## src/rtl/cre_pkg.sv

```systemverilog
package cre_pkg;

    typedef enum logic [2:0] {
        ST_IDLE,
        ST_OPC,
        ST_AHI,
        ST_ALO,
        ST_DAT,
        ST_SUM
    } st_e;

    typedef enum logic [1:0] {
        OK_DATA,
        OK_COND,
        OK_END,
        OK_SKIP
    } opk_e;

    localparam logic [7:0] OPC_END      = 8'hFF;
    localparam logic [3:0] OPC_COND_HI  = 4'hB;
    localparam logic [3:0] COND_NULL    = 4'h0;

endpackage

```

## src/rtl/cre_opdec.sv

```systemverilog
module cre_opdec
    import cre_pkg::*;
(
    input  logic [7:0] op,
    output opk_e       kind,
    output logic [6:0] len_m1,
    output logic [3:0] cond
);
    always_comb begin
        len_m1 = op[6:0];
        cond   = op[3:0];
        if (!op[7])                       kind = OK_DATA;
        else if (op == OPC_END)           kind = OK_END;
        else if (op[7:4] == OPC_COND_HI)  kind = OK_COND;
        else                              kind = OK_SKIP;
    end
endmodule

```

## src/rtl/cre_sum.sv

```systemverilog
module cre_sum (
    input  logic       clk,
    input  logic       rst_n,
    input  logic       clr,
    input  logic       add,
    input  logic [7:0] din,
    output logic [7:0] sum
);
    logic [7:0] sum_d, sum_q;

    always_comb begin
        sum_d = sum_q;
        if (clr)      sum_d = '0;
        else if (add) sum_d = sum_q + din;
    end

    always_ff @(posedge clk) begin
        if (!rst_n) sum_q <= '0;
        else        sum_q <= sum_d;
    end

    assign sum = sum_q;

    p_clear_r5: assert property (@(posedge clk) disable iff (!rst_n)
        clr |=> sum == 8'h00);
endmodule

```

## src/rtl/cre_guard.sv

```systemverilog
module cre_guard #(
    parameter int GUARD_CYCLES = 64
) (
    input  logic clk,
    input  logic rst_n,
    input  logic arm,
    output logic ready
);
    localparam int GW = $clog2(GUARD_CYCLES + 1);
    localparam logic [GW-1:0] GLOAD = GW'(GUARD_CYCLES);

    logic [GW-1:0] cnt_d, cnt_q;

    always_comb begin
        cnt_d = cnt_q;
        if (arm)              cnt_d = GLOAD;
        else if (cnt_q != '0) cnt_d = cnt_q - 1'b1;
    end

    always_ff @(posedge clk) begin
        if (!rst_n) cnt_q <= '0;
        else        cnt_q <= cnt_d;
    end

    assign ready = (cnt_q == '0);

    p_guard_arm_r10: assert property (@(posedge clk) disable iff (!rst_n)
        arm |=> (cnt_q == GLOAD));
endmodule

```

## src/rtl/cfg_restore_exec.sv

```systemverilog
module cfg_restore_exec
    import cre_pkg::*;
#(
    parameter int ROM_AW       = 12,
    parameter int GUARD_CYCLES = 64
) (
    input  logic              clk,
    input  logic              rst_n,
    input  logic              load_req,
    input  logic [3:0]        cond_sel,
    output logic              rom_req,
    output logic [ROM_AW-1:0] rom_addr,
    input  logic              rom_ack,
    input  logic [7:0]        rom_data,
    output logic              reg_we,
    output logic [15:0]       reg_waddr,
    output logic [7:0]        reg_wdata,
    output logic              busy,
    output logic              done,
    output logic              fault
);
    typedef struct packed {
        st_e              st;
        logic             pend;
        logic [ROM_AW-1:0] ptr;
        logic [6:0]       cnt;
        logic [15:0]      taddr;
        logic [3:0]       cond;
        logic             wen;
        logic             fault;
        logic             done;
        logic             we;
        logic [15:0]      waddr;
        logic [7:0]       wdata;
    } regs_t;

    regs_t r_d, r_q;

    opk_e       op_kind;
    logic [6:0] op_len;
    logic [3:0] op_cond;
    logic [7:0] sum_val;
    logic       g_ready;
    logic       take, start, sum_clr, sum_add, g_arm;

    cre_opdec u_dec (
        .op     (rom_data),
        .kind   (op_kind),
        .len_m1 (op_len),
        .cond   (op_cond)
    );

    cre_sum u_sum (
        .clk   (clk),
        .rst_n (rst_n),
        .clr   (sum_clr),
        .add   (sum_add),
        .din   (rom_data),
        .sum   (sum_val)
    );

    cre_guard #(.GUARD_CYCLES(GUARD_CYCLES)) u_guard (
        .clk   (clk),
        .rst_n (rst_n),
        .arm   (g_arm),
        .ready (g_ready)
    );

    always_comb begin
        r_d     = r_q;
        r_d.we  = 1'b0;
        take    = r_q.pend && rom_ack;
        start   = (r_q.st == ST_IDLE) && load_req && g_ready;
        rom_req = (r_q.st != ST_IDLE) && !r_q.pend;
        sum_clr = 1'b0;
        sum_add = 1'b0;
        g_arm   = 1'b0;

        if (rom_req) r_d.pend = 1'b1;

        if (start) begin
            r_d.st    = ST_OPC;
            r_d.pend  = 1'b0;
            r_d.ptr   = '0;
            r_d.cond  = COND_NULL;
            r_d.fault = 1'b0;
            r_d.done  = 1'b0;
        end else if (take) begin
            r_d.pend = 1'b0;
            r_d.ptr  = r_q.ptr + 1'b1;
            unique case (r_q.st)
                ST_OPC: begin
                    unique case (op_kind)
                        OK_DATA: begin
                            r_d.cnt = op_len;
                            r_d.st  = ST_AHI;
                            sum_clr = 1'b1;
                        end
                        OK_COND: r_d.cond = op_cond;
                        OK_END: begin
                            r_d.st   = ST_IDLE;
                            r_d.done = !r_q.fault;
                            g_arm    = 1'b1;
                        end
                        default: ;
                    endcase
                end
                ST_AHI: begin
                    r_d.taddr[15:8] = rom_data;
                    r_d.st          = ST_ALO;
                end
                ST_ALO: begin
                    r_d.taddr[7:0] = rom_data;
                    r_d.wen        = (r_q.cond == COND_NULL) || (r_q.cond == cond_sel);
                    r_d.st         = ST_DAT;
                end
                ST_DAT: begin
                    sum_add     = 1'b1;
                    r_d.we      = r_q.wen;
                    r_d.waddr   = r_q.taddr;
                    r_d.wdata   = rom_data;
                    r_d.taddr   = r_q.taddr + 16'd1;
                    r_d.cnt     = r_q.cnt - 7'd1;
                    if (r_q.cnt == '0) r_d.st = ST_SUM;
                end
                ST_SUM: begin
                    if (rom_data != sum_val) r_d.fault = 1'b1;
                    r_d.st = ST_OPC;
                end
                default: r_d.st = ST_IDLE;
            endcase
        end
    end

    always_ff @(posedge clk) begin
        if (!rst_n) begin
            r_q       <= '0;
            r_q.st    <= ST_IDLE;
        end else begin
            r_q <= r_d;
        end
    end

    assign rom_addr  = r_q.ptr;
    assign reg_we    = r_q.we;
    assign reg_waddr = r_q.waddr;
    assign reg_wdata = r_q.wdata;
    assign busy      = (r_q.st != ST_IDLE);
    assign done      = r_q.done;
    assign fault     = r_q.fault;

    p_start_r1: assert property (@(posedge clk) disable iff (!rst_n)
        (load_req && !busy && g_ready) |=> (busy && !done && !fault));

    p_first_addr_r2: assert property (@(posedge clk) disable iff (!rst_n)
        $rose(busy) |-> (rom_req && rom_addr == '0));

    p_one_outstanding_r2: assert property (@(posedge clk) disable iff (!rst_n)
        rom_req |=> !rom_req);

    p_sticky_r5: assert property (@(posedge clk) disable iff (!rst_n)
        (fault && busy) |=> fault);

    p_exclusive_r6: assert property (@(posedge clk) disable iff (!rst_n)
        !(done && fault));

    p_write_in_run_r4: assert property (@(posedge clk) disable iff (!rst_n)
        reg_we |-> busy);

    p_guard_block_r10: assert property (@(posedge clk) disable iff (!rst_n)
        (!busy && !g_ready && load_req) |=> !busy);

    p_idle_hold_r11: assert property (@(posedge clk) disable iff (!rst_n)
        (!busy && !load_req) |=> ($stable(done) && $stable(fault)));
endmodule

```

## config.mk

```make
export PLATFORM = sky130hd
export DESIGN_NAME = cfg_restore_exec
export DESIGN_NICKNAME = d
export VERILOG_FILES = /design/src/rtl/cre_pkg.sv /design/src/rtl/cre_opdec.sv /design/src/rtl/cre_sum.sv /design/src/rtl/cre_guard.sv /design/src/rtl/cfg_restore_exec.sv
export SDC_FILE = /design/constraint.sdc
export NUM_CORES = 1
export LEC_CHECK = 0
export BUFFER_PORTS_ARGS = -buffer_cell sky130_fd_sc_hd__buf_2
export CORE_UTILIZATION = 35
export CTS_BUF_LIST = sky130_fd_sc_hd__clkbuf_4 sky130_fd_sc_hd__clkbuf_8
export CTS_CLUSTER_SIZE = 8
export DETAILED_ROUTE_END_ITERATION = 12
export GPL_TIMING_DRIVEN = 0
export PLACE_DENSITY = 0.63
export SYNTH_ARGS = -nofsm -noshare
export SYNTH_HDL_FRONTEND = slang
export SYNTH_SLANG_ARGS = --single-unit
```

## constraint.sdc

```tcl
create_clock -name clk -period 4.88 [get_ports clk]
set_clock_uncertainty 0.2 [all_clocks]
set_input_delay 0.976 -clock clk [delete_from_list [all_inputs] [get_ports clk]]
set_output_delay 0.976 -clock clk [all_outputs]
set_load 0.005 [all_outputs]
```

# --- Word level (Yosys, flattened, before mapping) ---
# Index checks and enable logic that the tools add are counted.
word_totals:
  reg_bits: 86
  elab_cells: 110
  output_inout_bits: 41
op_classes:
  bitwise_logic: 4
  n_addsub: 5
  n_reduce_logical: 34
  n_mux: 34
  n_eq_ne: 16
ops:
  columns: ["operator", "count"]
  rows:
  - ["$mux W69", 1]
  - ["$pmux W8 S2", 2]
  - ["$reduce_and A3 Y1", 9]
  - ["$mux W25", 1]
  - ["$mux W7", 3]
  - ["$mux W1", 17]
  - ["$add A16 B1 Y16 const B", 1]
  - ["$pmux W3 S5", 1]
  - ["$logic_not A7 Y1", 2]
  - ["$mux W14", 1]
  - ["$pmux W7 S2", 1]
  - ["$sub A7 B1 Y7 const B", 2]
  - ["$add A12 B1 Y12 const B", 1]
  - ["$reduce_bool A2 Y1", 5]
  - ["$add A8 B8 Y8", 1]
  - ["$eq A8 B8 Y1 const B", 1]
  - ["$mux W4", 2]
  - ["$ne A8 B8 Y1", 1]
  - ["$reduce_bool A7 Y1", 1]
  - ["$eq A3 B2 Y1 const B", 2]
  - ["$eq A3 B3 Y1 const B", 2]
  - ["$mux W2", 3]
  - ["$pmux W3 S2", 1]
  - ["$reduce_or A2 Y1", 3]
  - ["other kinds (22)", 29]

# --- Longest topological paths before layout ---
# Gate-level depths: netlist of the first run.
depth:
  depth_word: 10
  ltp_mapped: 8
  depth_no_buf: 8

# --- Hierarchy ---
# Synthesis of the first run repeated with hierarchy kept, for this count alone.
hier_totals:
  hier_cells: 602
  hier_area_um2: 4843.4
modules_own_cells:
  columns: ["mod", "area_each_um2", "cells_per_inst", "seq_area_each_um2", "instances"]
  rows:
  - ["cfg_restore_exec", 3802.4, 481, 1421.4, 1]
  - ["cre_sum", 589.3, 68, 160.2, 1]
  - ["cre_guard", 340.3, 37, 140.1, 1]
  - ["cre_opdec", 111.4, 16, 0.0, 1]

# --- Worst setup path before layout of the first run ---
# OpenSTA, ideal clock, no wires.
synth_timing:
  kind: "input -> register"
  from: "in rom_data[0]"
  to: "reg u_sum.sum_q[6] (netlist: u_sum.sum[6])"
  setup_slack_ns: 2.218
  cell_stages: 8
  path_buffers: 0
  t_required_ns: 4.618
  t_arrival_ns: 2.399
  cell_sequence: "ha_1 > inv_1 > fa_1 > nor2b_1 > o31a_1 > o21a_1 > or4_1 > nand3_1"
synth_via:
  elab_chain_cells: 9
  elab_cells_between_ends: 10
synth_lines:
  columns: ["item", "line", "text"]
  rows:
  - ["start: declaration", "cfg_restore_exec.sv:14", "input logic [7:0] rom_data,"]
  - ["$eq A8 B8 Y1", "cre_opdec.sv:13", "else if (op == OPC_END) kind = OK_END;"]
  - ["$mux W2", "cre_opdec.sv:13", null]
  - ["$mux W2", "cre_opdec.sv:12", "if (!op[7]) kind = OK_DATA;"]
  - ["$logic_not A2 Y1", "cfg_restore_exec.sv:93", "unique case (op_kind)"]
  - ["$mux W1", "cfg_restore_exec.sv:93", null]
  - ["$mux W1", "cfg_restore_exec.sv:91", "unique case (r_q.st)"]
  - ["$mux W1", "cfg_restore_exec.sv:88", "end else if (take) begin"]
  - ["$mux W1", "cfg_restore_exec.sv:81", "if (start) begin"]
  - ["$reduce_or A2 Y1 (no line)", null, null]
  - ["end signal: assignment", "cre_sum.sv:19", "else sum_q <= sum_d;"]
  - ["end: declaration", "cre_sum.sv:9", "logic [7:0] sum_d, sum_q;"]
# Several ways; a longest one is shown, not always the timed one.
# A chain may end at the register's enable or synchronous reset.

# --- Final worst setup path of the first run ---
layout_timing:
  from: "reg r_q[68] (netlist bit)"
  to: "out busy"
layout_via:
  elab_chain_cells: 1
layout_lines:
  columns: ["item", "line", "text"]
  rows:
  - ["start: declaration", "cfg_restore_exec.sv:37", "regs_t r_d, r_q;"]
  - ["start signal: assignment", "cfg_restore_exec.sv:140", "r_q <= r_d;"]
  - ["$reduce_bool A3 Y1", "cfg_restore_exec.sv:148", "assign busy = (r_q.st != ST_IDLE);"]
  - ["end: declaration", "cfg_restore_exec.sv:18", "output logic busy,"]
# No other way between the ends.

==> summary.txt, run 1 <==
Sum of routed wire length over all layers: 11,700 um
Worst path setup slack after routing: 2150 ps
TritonRoute pass-1 iters: 5
Power per cell area: 313 nW/um^2
Via count of the first global-routing pass: 3,911
Leak: 0.00222 uW
Ys async rst share: 0%
Highest ir drop seen on vdd: 0.141 mV
Max-slew violation total from the final report: 0
Power Total: 1690 uW
Met1 GRT Util: 23.0%
Cell Count, Final, Fillers Out: 819
Clock Sinks: 86
Clock-pin slew reported for the worst setup and hold paths after clock tree synthesis: 80 ps
Site row count: 41
Worst hold path type: flip-flop to flip-flop
Pre-CTS setup slack: 1870 ps
Slew at the pin closest to its max-slew limit: 853 ps
Max-slew headroom at the worst pin: 42.7%
Max-cap violation count: 0
Routability-driven placement congestion ratio: 0.887
Worst path most repeated cell: sky130_fd_sc_hd__buf_2
Dominant cell type by area after synthesis: sky130_fd_sc_hd__dfxtp_1
CTS tree: done
Total clock buffers created by CTS: 9
Fraction of final layout cells sized beyond drive strength 1: 21.8%
Max Freq: 0.366 GHz
Number of antenna violations at the first check in global routing: 0
Number of hold buffers added after cts: 0
Starting density of the core: 36.5%
Result of the run: finished, final reports clean
Critical Path Slowest Stage Cell: sky130_fd_sc_hd__dfxtp_1
Library cell with the highest instance count after synthesis: sky130_fd_sc_hd__nand2_1
Clock Path Buffers: 2
Max Fanout on Critical Path: 10
Sequential cell area fraction in the yosys report: 37.0%
Fin crit period: 2730 ps
Global-route wire length before repair: 19,300 um
Post-CTS Repair Setup Buffers: 0
Vertical die dimension: 117 um
Number of warnings printed during yosys synthesis: 0
Hold Path Origin: u_sum.sum[3]$_SDFFE_PP0P_
Yosys top cell area share: 37.0%
Setup-failing EPs final: 0
Ratio of final minimum period to clock period: 55.9%
Worst path arrival time: 1550 ps
Final #Nets: 670
Total vias in the final route: 4,180
Remaining antenna violation count after routing: 0
CP startpoint kind: flip-flop
Area of the core region: 12,800 sq um
Vias per std cell: 5.10
Syn Area/Cell: 8.09 sq um
Number of enable-type register cells in the synthesized netlist: 0
Total number of H-tree levels: 3
Setup TNS: 0 ps
Post-Synthesis Cell Area: 4660 sq um
Overall die width: 117 um
# port buffers: 55
DR DRC count: 0
Cell total after placement: 803
Root cell of the clock tree: sky130_fd_sc_hd__clkbuf_8
Detailed-route wire length per cell: 14.3 um
Hold Violations, Final: 0
Number of gates given a new drive strength after cts: 0
Path type of the worst setup path: flip-flop to primary output
Yosys cell types: 63
Delay of the slowest cell on the worst path: 380 ps
Cells after Synth: 576
Number of synthesized register bits: 86
Estimated wirelength of the detail-placed design: 8650 um
Launch point of the critical path: r_q[68]$_SDFFE_PN0P_
Dominant cells by area after synthesis: sky130_fd_sc_hd__dfxtp_1 (37%), sky130_fd_sc_hd__nand2_1 (7.2%), sky130_fd_sc_hd__buf_4 (5.8%), sky130_fd_sc_hd__a21boi_0 (4.8%), sky130_fd_sc_hd__nor2_1 (4.8%)
RSZ-0062 raised after global routing: no
Source of the worst register-to-register timing path: u_guard.cnt_q[0]$_SDFFE_PP0P_
Antenna cells: 0
Data required time of the worst path: 3700 ps
Met3 usage in global routing: 2.43%
Global route total overflow: 0
Area Overhead vs Synth: 16.0%
Worst Hold Slack: 263 ps
Top cells by count, synth: sky130_fd_sc_hd__nand2_1 (89), sky130_fd_sc_hd__dfxtp_1 (86), sky130_fd_sc_hd__nor2_1 (60), sky130_fd_sc_hd__buf_4 (36), sky130_fd_sc_hd__a21boi_0 (30)
Worst skew pair latency: 360 ps
Most common flop cell mapped by yosys: sky130_fd_sc_hd__dfxtp_1
Most congested layer reported by global routing: met2
Largest net degree at the start of global routing: 14
Ordered cell list for the critical path: buf_2 > nor3_1 > inv_1 > buf_2
Total track usage: 17.5%
Io pins: 57
Total Die Area: 13,800 sq um
Element type at the critical path end: primary output
Met2 GRT Util: 27.1%
Post-synth net total: 604
First DRT Iteration DRCs: 297
layer usage:
layer	vias to the layer above	part of all wire, %
li1	2102	-
met1	1925	46
met2	129	45
met3	24	6.0
met4	0	3.2
met5	-	0
per-stage QoR:
step,cell area [sq um],utilization (%)
finish,5410,42.3
global route,5410,42.3
CTS,5410,42.3
detailed placement,5150,40.3
global placement,5150,40.3
floorplan,4660,-
final timing paths:
kind | to | slack (ps) | cells past startpoint
min reg2reg | u_sum.sum[3]$_SDFFE_PP0P_ | 260 | 2
min | u_sum.sum[3]$_SDFFE_PP0P_ | 260 | 2
max | busy | 2150 | 4
max reg2reg | done$_SDFFE_PP0P_ | 2610 | 8
cell families after synthesis:
group                    after synthesis  share of synthesized area, %
AND/OR/NAND/NOR                      237                          24.1
XOR/XNOR                              24                          4.51
multiplexers                           7                          1.56
flip-flops                            86                          37.0
buffers and inverters                 78                          9.83
AO/OA/AOI/OAI                        132                          19.6
adder cells (fa/ha/maj)               12                          3.38
final cells by class:
cell class | instances | area, sq um
clock buffers | 13 | 166
multi-input cells | 412 | 2480
plain buffers | 66 | 413
well taps | 172 | 215
clock inverters | 3 | 90.1
repair buffers | 55 | 275
inverters | 12 | 45.0
flip-flops and latches | 86 | 1720
fillers | 1255 | 7370
state kept, by name (all words and copies together), names as in the netlist:
signal,cells
reg_waddr,16
reg_wdata,8
u_guard.cnt_q,7
rom_addr,12
reg_we,1
done,1
u_sum.sum,8
r_q,32
fault,1
critical path, delay by kind of cell (launching register included):
family,cells,cell delay (ps)
buf+inv,3,480
flops,1,380
simple gates,1,350
layout by cell type (no fill, tap or decap), types with 10 or more instances in the layout:
cell / instances
sky130_fd_sc_hd__clkbuf_8: 11
sky130_fd_sc_hd__o21ai_0: 27
sky130_fd_sc_hd__nor3_1: 10
sky130_fd_sc_hd__ha_1: 11
sky130_fd_sc_hd__nand4_1: 10
sky130_fd_sc_hd__buf_4: 36
sky130_fd_sc_hd__xnor2_1: 11
sky130_fd_sc_hd__buf_2: 72
sky130_fd_sc_hd__nand2_1: 89
sky130_fd_sc_hd__xor2_1: 13
sky130_fd_sc_hd__dfxtp_1: 86
sky130_fd_sc_hd__nand3_1: 20
sky130_fd_sc_hd__clkbuf_1: 11
sky130_fd_sc_hd__a21oi_1: 26
sky130_fd_sc_hd__nor2_1: 60
sky130_fd_sc_hd__inv_1: 12
sky130_fd_sc_hd__a21boi_0: 30
where the power goes:
group,internal [uW],switching (uW),total (uW)
registers,735,38.8,774
clock network,380,252,632
logic,121,165,286
total,1240,456,1690
(Power assumes the default switching activity.)
==> inputs of run 2 (changes only) <==
--- a/config.mk
+++ b/config.mk
@@ -11,7 +11,7 @@
 export CTS_CLUSTER_SIZE = 8
 export DETAILED_ROUTE_END_ITERATION = 12
 export GPL_TIMING_DRIVEN = 0
-export PLACE_DENSITY = 0.63
+export PLACE_DENSITY = 0.65
 export SYNTH_ARGS = -nofsm -noshare
 export SYNTH_HDL_FRONTEND = slang
 export SYNTH_SLANG_ARGS = --single-unit
==> constraint.sdc (replaced) <==
create_clock -name clk -period 2.45 [get_ports clk]
set_clock_uncertainty 0.2 [all_clocks]
set_input_delay 0.49 -clock clk [delete_from_list [all_inputs] [get_ports clk]]
set_output_delay 0.49 -clock clk [all_outputs]
set_load 0.005 [all_outputs]
==> summary.txt, run 2 (synthesis gave the netlist of run 1 again) <==
Remaining antenna violation count after routing: 0
Timing endpoint of the critical path: done$_SDFFE_PP0P_
Highest ir drop seen on vdd: 0.228 mV
Overall die width: 117 um
Element type at the critical path end: flip-flop
Total track usage: 17.4%
Path type of the worst setup path: flip-flop to flip-flop
Final core utilization: 42.1%
Fraction of final layout cells sized beyond drive strength 1: 21.9%
Number of hold buffers added after cts: 0
Total clock buffers created by CTS: 9
DR DRC count: 0
Power per cell area: 608 nW/um^2
TritonRoute pass-1 iters: 5
Max-slew headroom at the worst pin: 45.1%
Ratio of final minimum period to clock period: 93.7%
Hold Path Stages: 3
Root cell of the clock tree: sky130_fd_sc_hd__clkbuf_8
Worst skew pair latency: 370 ps
Worst path arrival time: 2340 ps
Dpl cell area: 5150 sq um
Endpoint of the most critical register-to-register path: done$_SDFFE_PP0P_
Global route total overflow: 0
Sum of routed wire length over all layers: 11,700 um
Starting density of the core: 36.5%
Result of the run: finished, final reports clean
Fin crit period: 2300 ps
Worst hold path type: input pin to flip-flop
Global-route wire length before repair: 19,200 um
Routability-driven placement congestion ratio: 0.920
Hold Violations, Final: 0
Cell total after placement: 803
Site row count: 41
Pre-CTS setup slack: -76.4 ps
Via count of the first global-routing pass: 3,825
Final #Nets: 671
Cell Count, Final, Fillers Out: 820
Most frequent cells in the layout: sky130_fd_sc_hd__nand2_1 (89), sky130_fd_sc_hd__dfxtp_1 (86), sky130_fd_sc_hd__buf_2 (70), sky130_fd_sc_hd__nor2_1 (60), sky130_fd_sc_hd__buf_4 (37)
First DRT Iteration DRCs: 383
Vias per std cell: 5.07
Number of cells on the worst reg-to-reg path: 8
Largest net degree at the start of global routing: 16
Data required time of the worst path: 2500 ps
Area of the core region: 12,800 sq um
Estimated wirelength of the detail-placed design: 8600 um
Source of the worst register-to-register timing path: u_guard.cnt_q[0]$_SDFFE_PP0P_
Final Instance Area: 5380 sq um
Total number of H-tree levels: 3
Detailed-route wire length per cell: 14.3 um
Max Fanout on Critical Path: 10
Clock Sinks: 86
Area Overhead vs Synth: 15.6%
Max reg flops: 32
Number of antenna violations at the first check in global routing: 0
Setup slack of the most critical reg-to-reg path: 150 ps
Max-slew violation total from the final report: 0
Total Die Area: 13,800 sq um
CP startpoint kind: flip-flop
Slew at the pin closest to its max-slew limit: 817 ps
Antenna cells: 0
Launch point of the critical path: u_guard.cnt_q[0]$_SDFFE_PP0P_
Max-cap violation count: 0
# port buffers: 55
Power Total: 3280 uW
Clock Path Buffers: 2
Vertical die dimension: 117 um
Max Freq: 0.436 GHz
Total vias in the final route: 4,154
CTS tree: done
Setup-failing EPs final: 0
Worst path setup slack after routing: 154 ps
Io pins: 57
Leading cell type in the layout, fill and taps excluded: sky130_fd_sc_hd__nand2_1
Clock-pin slew reported for the worst setup and hold paths after clock tree synthesis: 100 ps
Leak: 0.00220 uW
Largest register by flop count: r_q
## run 2: through the flow
step	setup TNS, ps	hold slack, ps
final	0	245
after global routing	-4.81	248
after CTS	0	233
after detailed placement	-92.3	251
after global placement	-51.4	245
after floorplan	0	236
## run 2: metal layers
layer  vias to the layer above  global-route usage (%)  wire, um
li1                       2098                       -         -
met1                      1943                    23.8      5650
met2                        97                    26.6      5260
met3                        16                    2.97       513
met4                         0                    7.55       264
met5                         -                       0         0
## run 2: worst min-delay path by stage
stage | start | end | slack [ps]
after floorplan | u_sum.sum[3]$_SDFFE_PP0P_ | u_sum.sum[3]$_SDFFE_PP0P_ | 240
after global placement | u_sum.sum[3]$_SDFFE_PP0P_ | u_sum.sum[3]$_SDFFE_PP0P_ | 240
after detailed placement | u_sum.sum[5]$_SDFFE_PP0P_ | u_sum.sum[5]$_SDFFE_PP0P_ | 250
after CTS | rom_data[5] | reg_wdata[5]$_SDFFE_PN0P_ | 230
after global routing | rom_data[5] | reg_wdata[5]$_SDFFE_PN0P_ | 250
final | rom_data[5] | reg_wdata[5]$_SDFFE_PN0P_ | 240
## run 2: timing repair
item | in CTS | in global routing
setup buffers | 0 | 1
endpoints found under the hold margin | 0 | 0
setup endpoints to repair | 0 | 8
gates resized for setup | 0 | 2
## run 2: area by class of cell
class | count | area, sq um
fillers | 1275 | 7390
well taps | 172 | 215
clock inverters | 7 | 97.6
clock buffers | 9 | 124
repair buffers | 56 | 283
inverters | 12 | 45.0
plain buffers | 66 | 418
multi-input cells | 412 | 2480
flip-flops and latches | 86 | 1720
## run 2: critical path, stage by stage (launching register included)
cell and delay (ps):
sky130_fd_sc_hd__dfxtp_1 310, sky130_fd_sc_hd__inv_1 80, sky130_fd_sc_hd__ha_1 170, sky130_fd_sc_hd__or3b_2 510, sky130_fd_sc_hd__nor4_4 350, sky130_fd_sc_hd__nand3_1 170
sky130_fd_sc_hd__nand2_1 120, sky130_fd_sc_hd__clkbuf_4 200, sky130_fd_sc_hd__a311oi_1 60
## run 2: power by group
part	switching (uW)	internal, uW	leakage, uW
logic	333	269	0.00140
clock network	554	577	0.000106
registers	77.4	1460	0.000694
total	964	2310	0.00220
==> inputs of run 3 (changes only) <==
--- a/config.mk
+++ b/config.mk
@@ -11,7 +11,7 @@
 export CTS_CLUSTER_SIZE = 8
 export DETAILED_ROUTE_END_ITERATION = 12
 export GPL_TIMING_DRIVEN = 0
-export PLACE_DENSITY = 0.65
+export PLACE_DENSITY = 0.63
 export SYNTH_ARGS = -nofsm -noshare
 export SYNTH_HDL_FRONTEND = slang
 export SYNTH_SLANG_ARGS = --single-unit
==> constraint.sdc (replaced) <==
create_clock -name clk -period 2.13 [get_ports clk]
set_clock_uncertainty 0.2 [all_clocks]
set_input_delay 0.426 -clock clk [delete_from_list [all_inputs] [get_ports clk]]
set_output_delay 0.426 -clock clk [all_outputs]
set_load 0.005 [all_outputs]
==> summary.txt, run 3 (synthesis gave the netlist of run 1 again) <==
Max-slew headroom at the worst pin: 59.4%
Delay of the slowest cell on the worst path: 400 ps
Max Freq: 0.484 GHz
Largest register by flop count: r_q
Total number of H-tree levels: 3
Detailed-route wire length per cell: 14.5 um
Worst path arrival time: 2170 ps
Total Die Area: 13,800 sq um
Leak: 0.00225 uW
Overall die width: 117 um
Slew at the pin closest to its max-slew limit: 608 ps
Global-route wire length before repair: 19,400 um
Result of the run: finished, final reports clean
Met2 Routed Length: 5330 um
Number of hold buffers added after cts: 0
Cell total after placement: 803
Worst hold path type: input pin to flip-flop
Pre-CTS setup slack: -334 ps
Total track usage: 17.5%
Dpl cell area: 5150 sq um
TritonRoute pass-1 iters: 6
Clock Sinks: 86
Sum of routed wire length over all layers: 11,900 um
Cell Count, Final, Fillers Out: 821
Estimated wirelength of the detail-placed design: 8650 um
Highest ir drop seen on vdd: 0.358 mV
Final Instance Area: 5550 sq um
Final core utilization: 43.5%
Starting density of the core: 36.5%
Via count of the first global-routing pass: 3,916
Clock Path Buffers: 2
Vias per std cell: 5.16
# port buffers: 55
Hold Violations, Final: 0
First DRT Iteration DRCs: 303
Path type of the worst setup path: flip-flop to flip-flop
Max-slew violation total from the final report: 0
Largest net degree at the start of global routing: 14
Total clock buffers created by CTS: 9
RSZ-0062 raised after global routing: yes
Number of buffers and inverters on the critical path: 1
Clock-pin slew reported for the worst setup and hold paths after clock tree synthesis: 90 ps
Max Fanout on Critical Path: 3
Element type at the critical path end: flip-flop
Setup-failing EPs final: 0
CP startpoint kind: flip-flop
Worst skew pair latency: 360 ps
Sum of met3 wire segment lengths after detailed routing: 636 um
Fraction of final layout cells sized beyond drive strength 1: 25.0%
Final #Nets: 672
Top layer in use: met4
Worst Hold Slack: 201 ps
Remaining antenna violation count after routing: 0
CTS tree: done
Data required time of the worst path: 2240 ps
Critical Path Slowest Stage Cell: sky130_fd_sc_hd__or4_1
Root cell of the clock tree: sky130_fd_sc_hd__clkbuf_8
Vertical die dimension: 117 um
Global route total overflow: 0
Routability-driven placement congestion ratio: 0.887
Leading cell type in the layout, fill and taps excluded: sky130_fd_sc_hd__nand2_1
Io pins: 57
Most frequent cells in the layout: sky130_fd_sc_hd__nand2_1 (87), sky130_fd_sc_hd__dfxtp_1 (85), sky130_fd_sc_hd__buf_2 (66), sky130_fd_sc_hd__nor2_1 (59), sky130_fd_sc_hd__buf_4 (41)
DR DRC count: 0
WL met1: 5540 um
Site row count: 41
Ratio of final minimum period to clock period: 96.9%
Antenna cells: 0
Area Overhead vs Synth: 19.2%
Area of the core region: 12,800 sq um
Total vias in the final route: 4,238
CP delay by family, top: simple AND/OR/NAND/NOR gates
Power per cell area: 719 nW/um^2
Max-cap violation count: 0
Ordered cell list for the critical path: ha_4 > inv_2 > fa_2 > nor2b_2 > o31a_1 > o21a_1 > or4_1 > nand3_1
Number of antenna violations at the first check in global routing: 0
Fin crit period: 2060 ps
Worst path setup slack after routing: 65.1 ps
Max reg flops: 32
run 3: changes by cell type in the layout (fill, tap and decap cells not counted), sizes merged:
cell      change
buf           +2
clkbuf        +3
bufinv        +1
clkinv        -2
inv           -1
clkinvlp      -2
run 3: final timing paths:
path	start	end	slack [ps]	cells after the start
worst min-delay path	load_req	r_q[68]$_SDFFE_PN0P_	200	3
worst max-delay path	u_sum.sum[0]$_SDFFE_PP0P_	u_sum.sum[6]$_SDFFE_PP0P_	70	8
worst min register to register	reg_waddr[11]$_SDFFE_PN0P_	reg_waddr[11]$_SDFFE_PN0P_	270	2
worst max register to register	u_sum.sum[0]$_SDFFE_PP0P_	u_sum.sum[6]$_SDFFE_PP0P_	70	8
run 3: final cells by class:
type | instances | area [sq um]
fill | 1241 | 7220
inverter | 12 | 45.0
timing repair buffer | 58 | 298
clock buffer | 13 | 166
tap | 172 | 215
multi-input combinational | 412 | 2580
clock inverter | 3 | 90.1
buffer | 65 | 434
sequential | 86 | 1720
run 3: worst reg2reg max path, stage by stage (launching register included):
cell and delay (ps):
sky130_fd_sc_hd__dfxtp_2 340, sky130_fd_sc_hd__ha_4 170, sky130_fd_sc_hd__inv_2 60, sky130_fd_sc_hd__fa_2 200, sky130_fd_sc_hd__nor2b_2 50, sky130_fd_sc_hd__o31a_1 300
sky130_fd_sc_hd__o21a_1 200, sky130_fd_sc_hd__or4_1 400, sky130_fd_sc_hd__nand3_1 90
run 3: routing by layer:
layer	vias to the layer above	track usage (%)
met5	-	0
met4	0	9.82
met3	25	2.63
met2	134	27.4
met1	1969	23.0
li1	2110	-
run 3: power breakdown:
group	internal (uW)	switching (uW)	leakage [uW]
Sequential	1680	89.0	0.000694
Clock	871	582	0.000131
Combinational	351	414	0.00143
Total	2910	1090	0.00225
run 3: metrics by stage:
| stage | setup TNS, ps | power (uW) |
|---|---|---|
| 3_3_place_gp | -6030 | 2440 |
| 2_1_floorplan | 0 | 2280 |
| 5_1_grt | -17.9 | 4170 |
| 4_1_cts | 0 | 3980 |
| 3_5_place_dp | -7010 | 2470 |
| 6_report | 0 | 3990 |
run 3: timing repair:
item,4_1_cts,5_1_grt
setup endpoints to repair,31,59
pin swaps,3,8
buffers inserted,2,1
resized for setup,7,28
